## src/rtl/nps_pkg.sv

```systemverilog
package nps_pkg;

    typedef enum logic [3:0] {
        S_IDLE,
        S_CHECK,
        S_CMD_LOAD,
        S_ADDR,
        S_DATA,
        S_CMD_JUMP,
        S_JADDR,
        S_CMD_GO,
        S_CMD_STAT,
        S_POLL_RD,
        S_POLL_EVAL,
        S_DONE
    } state_t;

    typedef enum logic [2:0] {
        RES_PASS  = 3'd0,
        RES_PFAIL = 3'd1,
        RES_TMO   = 3'd2,
        RES_ORDER = 3'd3,
        RES_NOP   = 3'd4
    } res_t;

    localparam logic [7:0] OP_LOAD = 8'h80;
    localparam logic [7:0] OP_JUMP = 8'h85;
    localparam logic [7:0] OP_GO   = 8'h10;
    localparam logic [7:0] OP_STAT = 8'h70;

    localparam int ST_READY_BIT = 6;
    localparam int ST_FAIL_BIT  = 0;

endpackage

```

## src/rtl/nps_rule_table.sv

```systemverilog
module nps_rule_table
    import nps_pkg::*;
#(
    parameter int BLOCK_W = 4,
    parameter int PAGE_W  = 6,
    parameter int NOP_MAX = 2
) (
    input  logic               clk,
    input  logic               rst_n,
    input  logic [BLOCK_W-1:0] chk_block,
    input  logic [PAGE_W-1:0]  chk_page,
    input  logic               upd,
    output logic               chk_ok,
    output res_t               chk_code
);
    localparam int NBLK  = 1 << BLOCK_W;
    localparam int CNT_W = $clog2(NOP_MAX + 1);

    logic              used_q [NBLK];
    logic [PAGE_W-1:0] last_q [NBLK];
    logic [CNT_W-1:0]  cnt_q  [NBLK];

    logic              cur_used;
    logic [PAGE_W-1:0] cur_last;
    logic [CNT_W-1:0]  cur_cnt;

    always_comb begin
        cur_used = used_q[chk_block];
        cur_last = last_q[chk_block];
        cur_cnt  = cnt_q[chk_block];
        chk_ok   = 1'b1;
        chk_code = RES_PASS;
        if (cur_used) begin
            if (chk_page < cur_last) begin
                chk_ok   = 1'b0;
                chk_code = RES_ORDER;
            end else if (chk_page == cur_last && cur_cnt >= CNT_W'(NOP_MAX)) begin
                chk_ok   = 1'b0;
                chk_code = RES_NOP;
            end
        end
    end

    always_ff @(posedge clk or negedge rst_n) begin
        if (!rst_n) begin
            for (int b = 0; b < NBLK; b++) begin
                used_q[b] <= 1'b0;
                last_q[b] <= '0;
                cnt_q[b]  <= '0;
            end
        end else if (upd) begin
            used_q[chk_block] <= 1'b1;
            last_q[chk_block] <= chk_page;
            if (cur_used && cur_last == chk_page)
                cnt_q[chk_block] <= cur_cnt + CNT_W'(1);
            else
                cnt_q[chk_block] <= CNT_W'(1);
        end
    end

endmodule

```

## src/rtl/nps_addr_gen.sv

```systemverilog
module nps_addr_gen #(
    parameter int COL_W     = 12,
    parameter int ROW_W     = 10,
    parameter int COL_BYTES = 2,
    parameter int ROW_BYTES = 2,
    parameter int IDX_W     = 2
) (
    input  logic [COL_W-1:0] col,
    input  logic [ROW_W-1:0] row,
    input  logic [IDX_W-1:0] idx,
    output logic [7:0]       addr_byte
);
    localparam int NADDR = COL_BYTES + ROW_BYTES;
    localparam int CBW   = COL_BYTES * 8;
    localparam int RBW   = ROW_BYTES * 8;

    logic [CBW-1:0]       col_pad;
    logic [RBW-1:0]       row_pad;
    logic [NADDR*8-1:0]   addr_vec;
    logic [7:0]           lane [NADDR];

    assign col_pad  = CBW'(col);
    assign row_pad  = RBW'(row);
    assign addr_vec = {row_pad, col_pad};

    for (genvar g = 0; g < NADDR; g++) begin : g_lane
        assign lane[g] = addr_vec[g*8 +: 8];
    end

    always_comb begin
        addr_byte = 8'h00;
        for (int k = 0; k < NADDR; k++) begin
            if (idx == IDX_W'(k))
                addr_byte = lane[k];
        end
    end

endmodule

```

## src/rtl/nps_poll_timer.sv

```systemverilog
module nps_poll_timer #(
    parameter int TMO_W = 16
) (
    input  logic             clk,
    input  logic             rst_n,
    input  logic             clr,
    input  logic             tick,
    input  logic [TMO_W-1:0] limit,
    output logic             expired
);
    logic [TMO_W-1:0] cnt_q;

    always_ff @(posedge clk or negedge rst_n) begin
        if (!rst_n)
            cnt_q <= '0;
        else if (clr)
            cnt_q <= '0;
        else if (tick && cnt_q != '1)
            cnt_q <= cnt_q + TMO_W'(1);
    end

    assign expired = ({1'b0, cnt_q} + (TMO_W+1)'(1)) >= {1'b0, limit};

endmodule

```

## src/rtl/nand_prog_seq.sv

```systemverilog
module nand_prog_seq
    import nps_pkg::*;
#(
    parameter int BLOCK_W   = 4,
    parameter int PAGE_W    = 6,
    parameter int COL_W     = 12,
    parameter int COL_BYTES = 2,
    parameter int ROW_BYTES = 2,
    parameter int NOP_MAX   = 2,
    parameter int TMO_W     = 16
) (
    input  logic               clk,
    input  logic               rst_n,
    input  logic [TMO_W-1:0]   cfg_timeout,
    input  logic               req_valid,
    output logic               req_ready,
    input  logic [BLOCK_W-1:0] req_block,
    input  logic [PAGE_W-1:0]  req_page,
    input  logic [COL_W-1:0]   req_col,
    input  logic               dat_valid,
    output logic               dat_ready,
    input  logic               dat_jump,
    input  logic               dat_last,
    input  logic [7:0]         dat_byte,
    input  logic [COL_W-1:0]   dat_col,
    output logic               res_valid,
    output logic [2:0]         res_code,
    output logic               nb_we,
    output logic               nb_cle,
    output logic               nb_ale,
    output logic [7:0]         nb_dout,
    output logic               nb_re,
    input  logic [7:0]         nb_din
);
    localparam int ROW_W = BLOCK_W + PAGE_W;
    localparam int NADDR = COL_BYTES + ROW_BYTES;
    localparam int IDX_W = (NADDR > 2) ? $clog2(NADDR) : 1;

    state_t             state_q, state_d;
    logic [BLOCK_W-1:0] blk_q;
    logic [PAGE_W-1:0]  page_q;
    logic [COL_W-1:0]   col_q;
    logic [IDX_W-1:0]   idx_q;
    res_t               code_q;

    logic               chk_ok;
    res_t               chk_code;
    logic               tbl_upd;
    logic [7:0]         addr_byte;
    logic               tmo_expired;
    logic               st_ready;
    logic               st_fail;

    assign st_ready = nb_din[ST_READY_BIT];
    assign st_fail  = nb_din[ST_FAIL_BIT];
    assign tbl_upd  = (state_q == S_CHECK) && chk_ok;

    nps_rule_table #(
        .BLOCK_W (BLOCK_W),
        .PAGE_W  (PAGE_W),
        .NOP_MAX (NOP_MAX)
    ) u_table (
        .clk       (clk),
        .rst_n     (rst_n),
        .chk_block (blk_q),
        .chk_page  (page_q),
        .upd       (tbl_upd),
        .chk_ok    (chk_ok),
        .chk_code  (chk_code)
    );

    nps_addr_gen #(
        .COL_W     (COL_W),
        .ROW_W     (ROW_W),
        .COL_BYTES (COL_BYTES),
        .ROW_BYTES (ROW_BYTES),
        .IDX_W     (IDX_W)
    ) u_addr (
        .col       (col_q),
        .row       ({blk_q, page_q}),
        .idx       (idx_q),
        .addr_byte (addr_byte)
    );

    nps_poll_timer #(
        .TMO_W (TMO_W)
    ) u_timer (
        .clk     (clk),
        .rst_n   (rst_n),
        .clr     (state_q == S_CMD_GO),
        .tick    (state_q == S_POLL_EVAL),
        .limit   (cfg_timeout),
        .expired (tmo_expired)
    );

    // next-state selection
    always_comb begin
        state_d = state_q;
        unique case (state_q)
            S_IDLE:      if (req_valid) state_d = S_CHECK;
            S_CHECK:     state_d = chk_ok ? S_CMD_LOAD : S_DONE;
            S_CMD_LOAD:  state_d = S_ADDR;
            S_ADDR:      if (idx_q == IDX_W'(NADDR - 1)) state_d = S_DATA;
            S_DATA: begin
                if (dat_valid) begin
                    if (dat_jump)      state_d = S_CMD_JUMP;
                    else if (dat_last) state_d = S_CMD_GO;
                end
            end
            S_CMD_JUMP:  state_d = S_JADDR;
            S_JADDR:     if (idx_q == IDX_W'(COL_BYTES - 1)) state_d = S_DATA;
            S_CMD_GO:    state_d = S_CMD_STAT;
            S_CMD_STAT:  state_d = S_POLL_RD;
            S_POLL_RD:   state_d = S_POLL_EVAL;
            S_POLL_EVAL: state_d = (st_ready || tmo_expired) ? S_DONE : S_POLL_RD;
            S_DONE:      state_d = S_IDLE;
            default:     state_d = S_IDLE;
        endcase
    end

    // state register and per-operation context
    always_ff @(posedge clk or negedge rst_n) begin
        if (!rst_n) begin
            state_q <= S_IDLE;
            blk_q   <= '0;
            page_q  <= '0;
            col_q   <= '0;
            idx_q   <= '0;
            code_q  <= RES_PASS;
        end else begin
            state_q <= state_d;
            unique case (state_q)
                S_IDLE: begin
                    if (req_valid) begin
                        blk_q  <= req_block;
                        page_q <= req_page;
                        col_q  <= req_col;
                    end
                end
                S_CHECK: begin
                    idx_q  <= '0;
                    code_q <= chk_ok ? RES_PASS : chk_code;
                end
                S_ADDR, S_JADDR: idx_q <= idx_q + IDX_W'(1);
                S_DATA: begin
                    if (dat_valid && dat_jump) begin
                        col_q <= dat_col;
                        idx_q <= '0;
                    end
                end
                S_POLL_EVAL: begin
                    if (st_ready)
                        code_q <= st_fail ? RES_PFAIL : RES_PASS;
                    else if (tmo_expired)
                        code_q <= RES_TMO;
                end
                default: ;
            endcase
        end
    end

    // outputs
    always_comb begin
        req_ready = (state_q == S_IDLE);
        dat_ready = (state_q == S_DATA);
        res_valid = (state_q == S_DONE);
        res_code  = code_q;
        nb_we     = 1'b0;
        nb_cle    = 1'b0;
        nb_ale    = 1'b0;
        nb_dout   = 8'h00;
        nb_re     = 1'b0;
        unique case (state_q)
            S_CMD_LOAD: begin nb_we = 1'b1; nb_cle = 1'b1; nb_dout = OP_LOAD; end
            S_CMD_JUMP: begin nb_we = 1'b1; nb_cle = 1'b1; nb_dout = OP_JUMP; end
            S_CMD_GO:   begin nb_we = 1'b1; nb_cle = 1'b1; nb_dout = OP_GO;   end
            S_CMD_STAT: begin nb_we = 1'b1; nb_cle = 1'b1; nb_dout = OP_STAT; end
            S_ADDR, S_JADDR: begin
                nb_we   = 1'b1;
                nb_ale  = 1'b1;
                nb_dout = addr_byte;
            end
            S_DATA: begin
                nb_we   = dat_valid && !dat_jump;
                nb_dout = dat_byte;
            end
            S_POLL_RD: nb_re = 1'b1;
            default: ;
        endcase
    end

endmodule

```

## config.mk

```make
export PLATFORM = sky130hd
export DESIGN_NAME = nand_prog_seq
export DESIGN_NICKNAME = d
export VERILOG_FILES = /design/src/rtl/nps_pkg.sv /design/src/rtl/nps_rule_table.sv /design/src/rtl/nps_addr_gen.sv /design/src/rtl/nps_poll_timer.sv /design/src/rtl/nand_prog_seq.sv
export SDC_FILE = /design/constraint.sdc
export NUM_CORES = 1
export LEC_CHECK = 0
export BUFFER_PORTS_ARGS = -buffer_cell sky130_fd_sc_hd__clkbuf_2
export CAP_MARGIN = 30
export CORE_MARGIN = 4
export CORE_UTILIZATION = 45
export CTS_CLUSTER_SIZE = 12
export DETAILED_ROUTE_END_ITERATION = 10
export PLACE_DENSITY_LB_ADDON = 0.1
export SYNTH_ARGS = -nofsm -noshare
export SYNTH_HDL_FRONTEND = slang
export SYNTH_HIERARCHICAL = 1
export SYNTH_SLANG_ARGS = --single-unit
```

## constraint.sdc

```tcl
create_clock -name clk -period 13.5 [get_ports clk]
set_clock_uncertainty 0.05 [all_clocks]
set_input_delay 0.675 -clock clk [delete_from_list [all_inputs] [get_ports clk]]
set_output_delay 0.675 -clock clk [all_outputs]
set_load 0.05 [all_outputs]
```

Word level (Yosys, flattened, before mapping)
Cells that the tools add are included.
- word-level logic and storage cells: 170
- output and inout bits: 18
- bits of input ports: 72
- bits in registers: 191
- reductions and logical operators: 23
- multiplexer cells: 54
- add/sub/neg operators: 4
- equal/unequal tests: 24
- bitwise logic cells: 5
- magnitude comparators: 5
- operators by type and width (operator ; count):
    96-bit bitwise mux ; 1
    8-bit one-hot mux with 6 select lines ; 1
    4-bit one-hot mux with 11 select lines ; 1
    32-bit bitwise mux ; 1
    16-bit two-way mux ; 2
    32-bit two-way mux ; 1
    8-bit two-way mux ; 4
    16-bit bitwise OR ; 2
    4-bit two-way mux ; 7
    6-bit binary-select mux with 4-bit select ; 1
    6-bit demux with 4-bit select ; 1
    12-bit two-way mux ; 2
    12-bit one-hot mux with 2 select lines ; 1
    3-bit two-way mux ; 6
    6-bit two-way mux ; 3
    16-bit by 1-bit adder with 17-bit output (second input constant) ; 1
    17-bit by 16-bit >= comparator with 1-bit output ; 1
    16-bit by 1-bit adder with 16-bit output (second input constant) ; 1
    16-bit AND ; 1
    4-bit by 3-bit == test with 1-bit output (second input constant) ; 4
    4-bit == test (second input constant) ; 4
    16-bit inequality test (second input constant) ; 1
    16-bit inverter ; 1
    6-bit == test ; 2
    36 further kinds ; 65

Depth between registers and ports, before layout
Gate-level depths: netlist of the first run.
- depth in word-level cells: 11
- gate-level depth with buffers: 18
- depth with buffers taken out: 14

Modules after synthesis
Netlist of the first run, hierarchy kept.
- by module, submodules not included (module ; cells each ; instances ; sequential area each (sq um) ; area an instance (sq um)):
    nps_rule_table ; 451 ; 1 ; 3603.5 ; 6687.7
    nand_prog_seq ; 195 ; 1 ; 775.7 ; 1863.0
    nps_poll_timer ; 166 ; 1 ; 400.4 ; 1452.6
    nps_addr_gen ; 17 ; 1 ; 0.0 ; 162.7

Least setup slack after synthesis of the first run
Ideal clock, no wire load.
- path kind: reg2reg
- start point: register blk_q[0]
- end point: register u_table/last_q[79] (netlist name)
- library setup time: 0.125 ns
- stages on the path, launching flop included: 17
- required time: 13.325 ns
- data arrival time: 4.325 ns
- path slack: 9.001 ns
- period minus slack after synthesis: 4.499 ns
- buffers on the path: 4
- cell sequence: dfrtp_1 buf_2 buf_6 buf_4 mux4_2 mux4_2 inv_1 ha_1 a21o_1 a21o_1 a211o_1 a221o_1 and4_1 nor3b_1 nand2b_1 clkbuf_1 mux2_2
- word-level cells in the longest chain between the ends: 10
- elaborated cells on any way between the ends: 24
- classes of those cells: 4 x order compare; 1 x eq/ne; 15 x mux; 1 x bitwise; 3 x reduce/logical
- RTL lines (element ; line ; source):
    from (decl) ; nand_prog_seq.sv:40 ; logic [BLOCK_W-1:0] blk_q;
    from (signal assigned) ; nand_prog_seq.sv:135 ; blk_q <= req_block;
    4-bit inverter with 5-bit output (not written as such) * ; nps_rule_table.sv:28, nps_rule_table.sv:29, nps_rule_table.sv:30 ;
    branches (longest 7 deep; another with 6-bit less-than comparator) ; -- ;
    1-bit two-way mux * ; nps_rule_table.sv:33 ; if (cur_used) begin
    net chk_ok ; nand_prog_seq.sv:46 ; logic chk_ok;
    1-bit logical AND * ; nand_prog_seq.sv:56 ; assign tbl_upd = (state_q == S_CHECK) && chk_ok;
    net tbl_upd ; nand_prog_seq.sv:48 ; logic tbl_upd;
    to (signal, indexed assignment) ; nps_rule_table.sv:53 ; last_q[chk_block] <= chk_page;
    to (decl) ; nps_rule_table.sv:20 ; logic [PAGE_W-1:0] last_q [NBLK];
Mark *: on every way through the listed nets, which the timed path passes. The select of a mux whose other input is x is not followed.
A chain may end at the register's enable or synchronous reset.

Worst setup path after layout of the first run
- start point: register blk_q[0]
- end point: register u_table/last_q[73] (netlist name)
The elaborated chain is that of the path after synthesis.

==> flow_summary.toml, run 1 <==
[cells_and_area]
drive_gt1_share_pct = 35.9
fin_nets = 992
syn2layout_area_growth_pct = 11.6
insertedDiodeCount = 0

[sta]
setup_slack_ns = 7.89
rsz0062_at_grt = "false"
worstMarginPinSlew_ns = 1.02
relSlewSlack_pct = 32.0
fmax_mhz = 178
fin_setup_tns_ns = 0
fin_crit_sh_pct = 41.5
finalHoldViolCount = 0
min_period_ns = 5.61
setup_viol = 0
slew_viol_final = 0

[logic_synthesis]
yosysTopAreaCell = "dfrtp_1"
yosysMostFrequentCell = "dfrtp_1"
synth_top_area_share_pct = 47.0
syn_nets = 927
synth_async_sr_flop_share_pct = 100
synth_edf_count = 0
synth_common_cells = "191 x dfrtp_1, 114 x mux2_2, 58 x nor2_1"
synthTopCellsByArea = "dfrtp_1 47%, mux2_2 13%, mux4_2 9.7%"
avgSynthCellArea_um2 = 12.3
synth_cell_types = 71
ys.warnings.count = 6
ys_seq_area_share_pct = 47.0
synth-seq-cells = 191
syn_inst = 829
netlist_area_um2 = 10200
synth_top_flop_cell = "dfrtp_1"

[placement]
port_buffers = 83
dp_hpwl_mm = 15.9
place.gp.congestion = 0.836
dpl_worst_slack_ns = 7.83

[critical_path]
worst_ep_required_time_ns = 13.76
crit_path_end_kind = "flop"
rr_startpoint = "blk_q[0]"
worst-path-max-fanout = 28
path_class = "flop to flop"
critPathLaunch = "blk_q[0]"
cp-start-kind = "flop"
worstPathArrival_ns = 5.87

[routing]
drc_errors = 0
avgViaCountPerCell = 5.65
antenna_left = 0
totalWireLength_mm = 23.0
wl_per_cell_um = 19.4
drt_pass1_iterations = 6
vias = 6708
drt-initial-drc-count = 343

[floorplan]
dieArea_um2 = 25100
pin_count = 90
initial_core_util_pct = 46.2
die_y_um = 158
rows = 54
coreArea_um2 = 22000
die_w_um = 158

[run_status]
outcome = "finished, final reports clean"

[power_and_ir_drop]
p_per_area_nw_per_um2 = 216
vdd_ir_drop_max_mv = 0.0965
power_leakage_nw = 5.32

[clock_tree]
numCtsBuffers = 17
postCtsHoldBufs = 0
post_cts_resized = 0
cts_setup_buffers = 0
root_buffer = "clkbuf_16"
cts_tree = "yes"
clockBufferDepth = 2
cts_sinks = 191
clock_latency_ns = 0.43
clk_pin_slew_worst_paths_ns = 0.08
cts_max_level = 4

[global_routing]
grt_max_degree = 111
grt_pass1_vias = 6942
grt.overflow.total = 0
grt_usage_pct = 19.0
grt_pass1_wl_mm = 37.1
antenna_found_initial = 0

[hold_path]
hold_path.class = "input pin to asynchronous set/reset pin"

[job]
drv_cap = 0
[cells by family (layout without fill, tap and decap cells)]
kind of cell	Yosys count	after routing	share of synthesized area (%)
flops	191	191	47.0
compound gates	107	107	6.55
xor+xnor	28	28	2.41
mux	186	186	25.4
fa+ha+maj	28	28	3.40
buf+inv	79	157	3.82
simple gates	210	210	11.5
[worst paths after layout]
kind,to,slack [ns],cells after the start
worst max-delay path,u_table/last_q[73],7.89,12
worst min-delay path,col_q[11],0.28,1
worst max register to register,u_table/last_q[73],7.89,12
worst min register to register,u_table/used_q[0],0.41,1
max in group asynchronous,u_table/cnt_q[8],11.88,3
min in group clk,u_table/used_q[0],0.41,1
[cells in the final DEF (no fill, tap or decap), types with 17 or more instances in the layout]
cell type	instances
mux2i_1	22
clkbuf_16	17
ha_1	26
mux4_2	44
inv_1	31
nor2_1	58
nand3_1	18
nand2_1	42
dfrtp_1	189
a21oi_1	32
xor2_1	19
clkbuf_2	82
o21ai_0	28
mux2_2	114
[critical path, cell delays in order, from the launching register on]
cell and delay [ns]:
dfrtp_2 0.75, buf_4 0.55, mux4_2 0.60, mux4_2 0.50, inv_1 0.08, ha_1 0.25, and4_1 0.23, o211ai_1 0.10
a221o_1 0.30, and4_1 0.39, nor3b_1 0.39, nor2b_1 0.84, mux2_2 0.42
[metal layers]
| layer | vias up | wire length, µm | GRT usage [%] |
|---|---|---|---|
| li1 | 3118 | - | - |
| met1 | 3432 | 10800 | 26.7 |
| met2 | 138 | 11000 | 31.1 |
| met3 | 20 | 893 | 2.91 |
| met4 | 0 | 291 | 5.16 |
| met5 | - | 0 | 0 |
[per-stage QoR]
stage	area, µm²	util [%]	power (mW)	hold slack, ns	cells
CTS	11300	51.4	2.47	0.323	1185
finish	11300	51.5	2.45	0.279	1187
global placement	10700	48.6	1.93	0.394	1150
global route	11300	51.5	2.62	0.344	1187
detailed placement	10700	48.8	1.97	0.398	1153
floorplan	10200	-	1.72	0.329	829
[report_power, final]
part	leakage (nW)	internal, mW	switching (mW)
Clock	0.276	0.265	0.227
Combinational	2.55	0.479	0.493
Sequential	2.49	0.776	0.209
Total	5.32	1.52	0.929
[state kept, by name, indices dropped and copies added (netlist names)]
signal / cells
page_q: 6
idx_q: 2
blk_q: 4
u_timer/cnt_q: 16
u_table/cnt_q: 32
res_code: 3
u_table/last_q: 96
col_q: 12
state_q: 4
u_table/used_q: 16
[layout make-up]
type | count | area [µm²]
inverter | 32 | 120
timing repair buffer | 93 | 523
sequential | 191 | 4780
clock buffer | 20 | 447
tap | 280 | 350
fill | 1926 | 10700
clock inverter | 12 | 125
multi-input combinational | 559 | 5000
Note: power is estimated with default switching activity, not from simulation.
==> run 2, diff against run 1 <==
==> constraint.sdc (replaced) <==
create_clock -name clk -period 4.54 [get_ports clk]
set_clock_uncertainty 0.05 [all_clocks]
set_input_delay 0.227 -clock clk [delete_from_list [all_inputs] [get_ports clk]]
set_output_delay 0.227 -clock clk [all_outputs]
set_load 0.05 [all_outputs]
==> run 2 against run 1 <==
Sequential share of layout area down 1.8 points; worst setup slack worse by 7.7 ns; routed wire length up 5.5%; largest power group is now combinational cells; highest routed layer unchanged.
==> flow_summary.toml, run 2 (synthesized netlist as in run 1, its figures left out) <==
[run_status]
outcome = "finished, final reports clean"

[hold_path]
hold_path.class = "input pin to flop"

[cells_and_area]
drive_gt1_share_pct = 38.9
fin_nets = 1045
final_common_cell = "dfrtp_1"
insertedDiodeCount = 0
layout_common_cells = "189 x dfrtp_1, 114 x mux2_2, 82 x clkbuf_2"
top_register = "u_table/last_q"
syn2layout_area_growth_pct = 16.6
top_regs = "u_table/last_q x96, u_table/cnt_q x32"
largest_reg_flops = 96

[sta]
fin_crit_sh_pct = 95.6
setup_viol = 0
rsz0062_at_grt = "false"
fmax_mhz = 230
slew_viol_final = 0
fin_setup_tns_ns = 0
relSlewSlack_pct = 30.9
finalHoldViolCount = 0
fin_hold_ws_ns = 0.0236
min_period_ns = 4.34
worstMarginPinSlew_ns = 1.04

[clock_tree]
root_buffer = "clkbuf_16"
clk_pin_slew_worst_paths_ns = 0.07
cts_tree = "yes"
cts_sinks = 191
numCtsBuffers = 17
clockBufferDepth = 2
cts_max_level = 4
cts_setup_buffers = 0
clock_latency_ns = 0.42

[global_routing]
grt_max_degree = 124
grt_pass1_vias = 7027
grt.overflow.total = 0
grt_pass1_wl_mm = 39.1
grt_use_met2_pct = 32.4
antenna_found_initial = 0
gr-usage-met3_pct = 2.72
grt.busiest_layer = "met2"
use_met1_pct = 28.9
grt_usage_pct = 20.1

[routing]
drt_pass1_iterations = 5
drt-initial-drc-count = 494
totalWireLength_mm = 24.2
vias = 6849
antenna_left = 0
drc_errors = 0
avgViaCountPerCell = 5.53
wl_per_cell_um = 19.6

[critical_path]
path_class = "flop to flop"
crit_path_end_kind = "flop"
cp-start-kind = "flop"
worst-path-max-fanout = 12
critPathTopFamily = "multiplexers"
cp_cell_sequence = "mux4_2, mux4_2, inv_1, ha_1, a21o_1, a21o_1, a211o_1, a221o_1, and4_1, buf_4, nand3b_1, or3_1, buf_4, mux2_2"
cpPeakStageDelay_ns = 0.58
crit_buf_inv = 3
worst_ep_required_time_ns = 4.79
slowest_stage = "dfrtp_4"
worstPathArrival_ns = 4.59

[floorplan]
coreArea_um2 = 22000
pin_count = 90
dieArea_um2 = 25100
initial_core_util_pct = 46.2
rows = 54
die_y_um = 158
die_w_um = 158

[power_and_ir_drop]
p_per_area_nw_per_um2 = 640
power_leakage_nw = 5.60
vdd_ir_drop_max_mv = 0.308

[placement]
place.gp.congestion = 0.901
dp_hpwl_mm = 17.5
port_buffers = 83

[job]
drv_cap = 0
-- run 2: changes by cell type in the layout (fill, tap and decap cells not counted), moves of 2 or more --
cell,change
buf_12,+7
buf_4,+37
clkbuf_1,-2
clkinv_2,+3
dlygate4sd3_1,+8
inv_8,-2
-- run 2: area by class of cell --
type	instances	area [µm²]
Clock buffer	19	453
Clock inverter	12	109
Fill cell	1915	10200
Inverter	32	120
Multi-Input combinational cell	559	5000
Sequential cell	191	4780
Tap cell	280	350
Timing Repair Buffer	146	1030
-- run 2: timing repair --
action	in CTS	in global routing
setup endpoints to repair	0	28
endpoints found under the hold margin	128	0
resized for setup	0	2
hold buffers	8	0
-- run 2: where the power goes --
part | total, mW | leakage (nW) | switching (mW) | internal (mW)
Combinational | 3.29 | 2.84 | 1.63 | 1.66
Sequential | 2.87 | 2.49 | 0.556 | 2.31
Clock | 1.43 | 0.276 | 0.645 | 0.787
-- run 2: worst paths after layout --
path | start | endpoint | slack, ns | cells after the start
setup / recovery | blk_q[0] | u_table/last_q[44] | 0.20 | 14
hold / removal | req_block[1] | blk_q[1] | 0.02 | 2
setup reg to reg | blk_q[0] | u_table/last_q[44] | 0.20 | 14
max in group asynchronous | rst_n | u_table/last_q[43] | 3.14 | 4
hold reg to reg | u_table/used_q[12] | u_table/used_q[12] | 0.41 | 1
min in group asynchronous | rst_n | col_q[7] | 0.12 | 2
-- run 2: through the flow --
stage | power, mW | cell area [µm²] | utilization (%) | setup slack [ns] | instances
after floorplan | 5.12 | 10200 | - | 0.0407 | 829
after global placement | 6.06 | 11200 | 50.6 | 0.00763 | 1197
after detailed placement | 6.18 | 11200 | 50.7 | 0.122 | 1199
after CTS | 7.65 | 11800 | 53.7 | 0.0986 | 1238
after global routing | 8.08 | 11900 | 53.8 | 0.0385 | 1239
final | 7.59 | 11900 | 53.8 | 0.198 | 1239
-- run 2: per-layer routing --
metal | vias to the layer above | share of wire (%)
met5 | - | 0
met3 | 23 | 3.7
met2 | 126 | 47
met1 | 3476 | 48
li1 | 3224 | -
met4 | 0 | 1.5
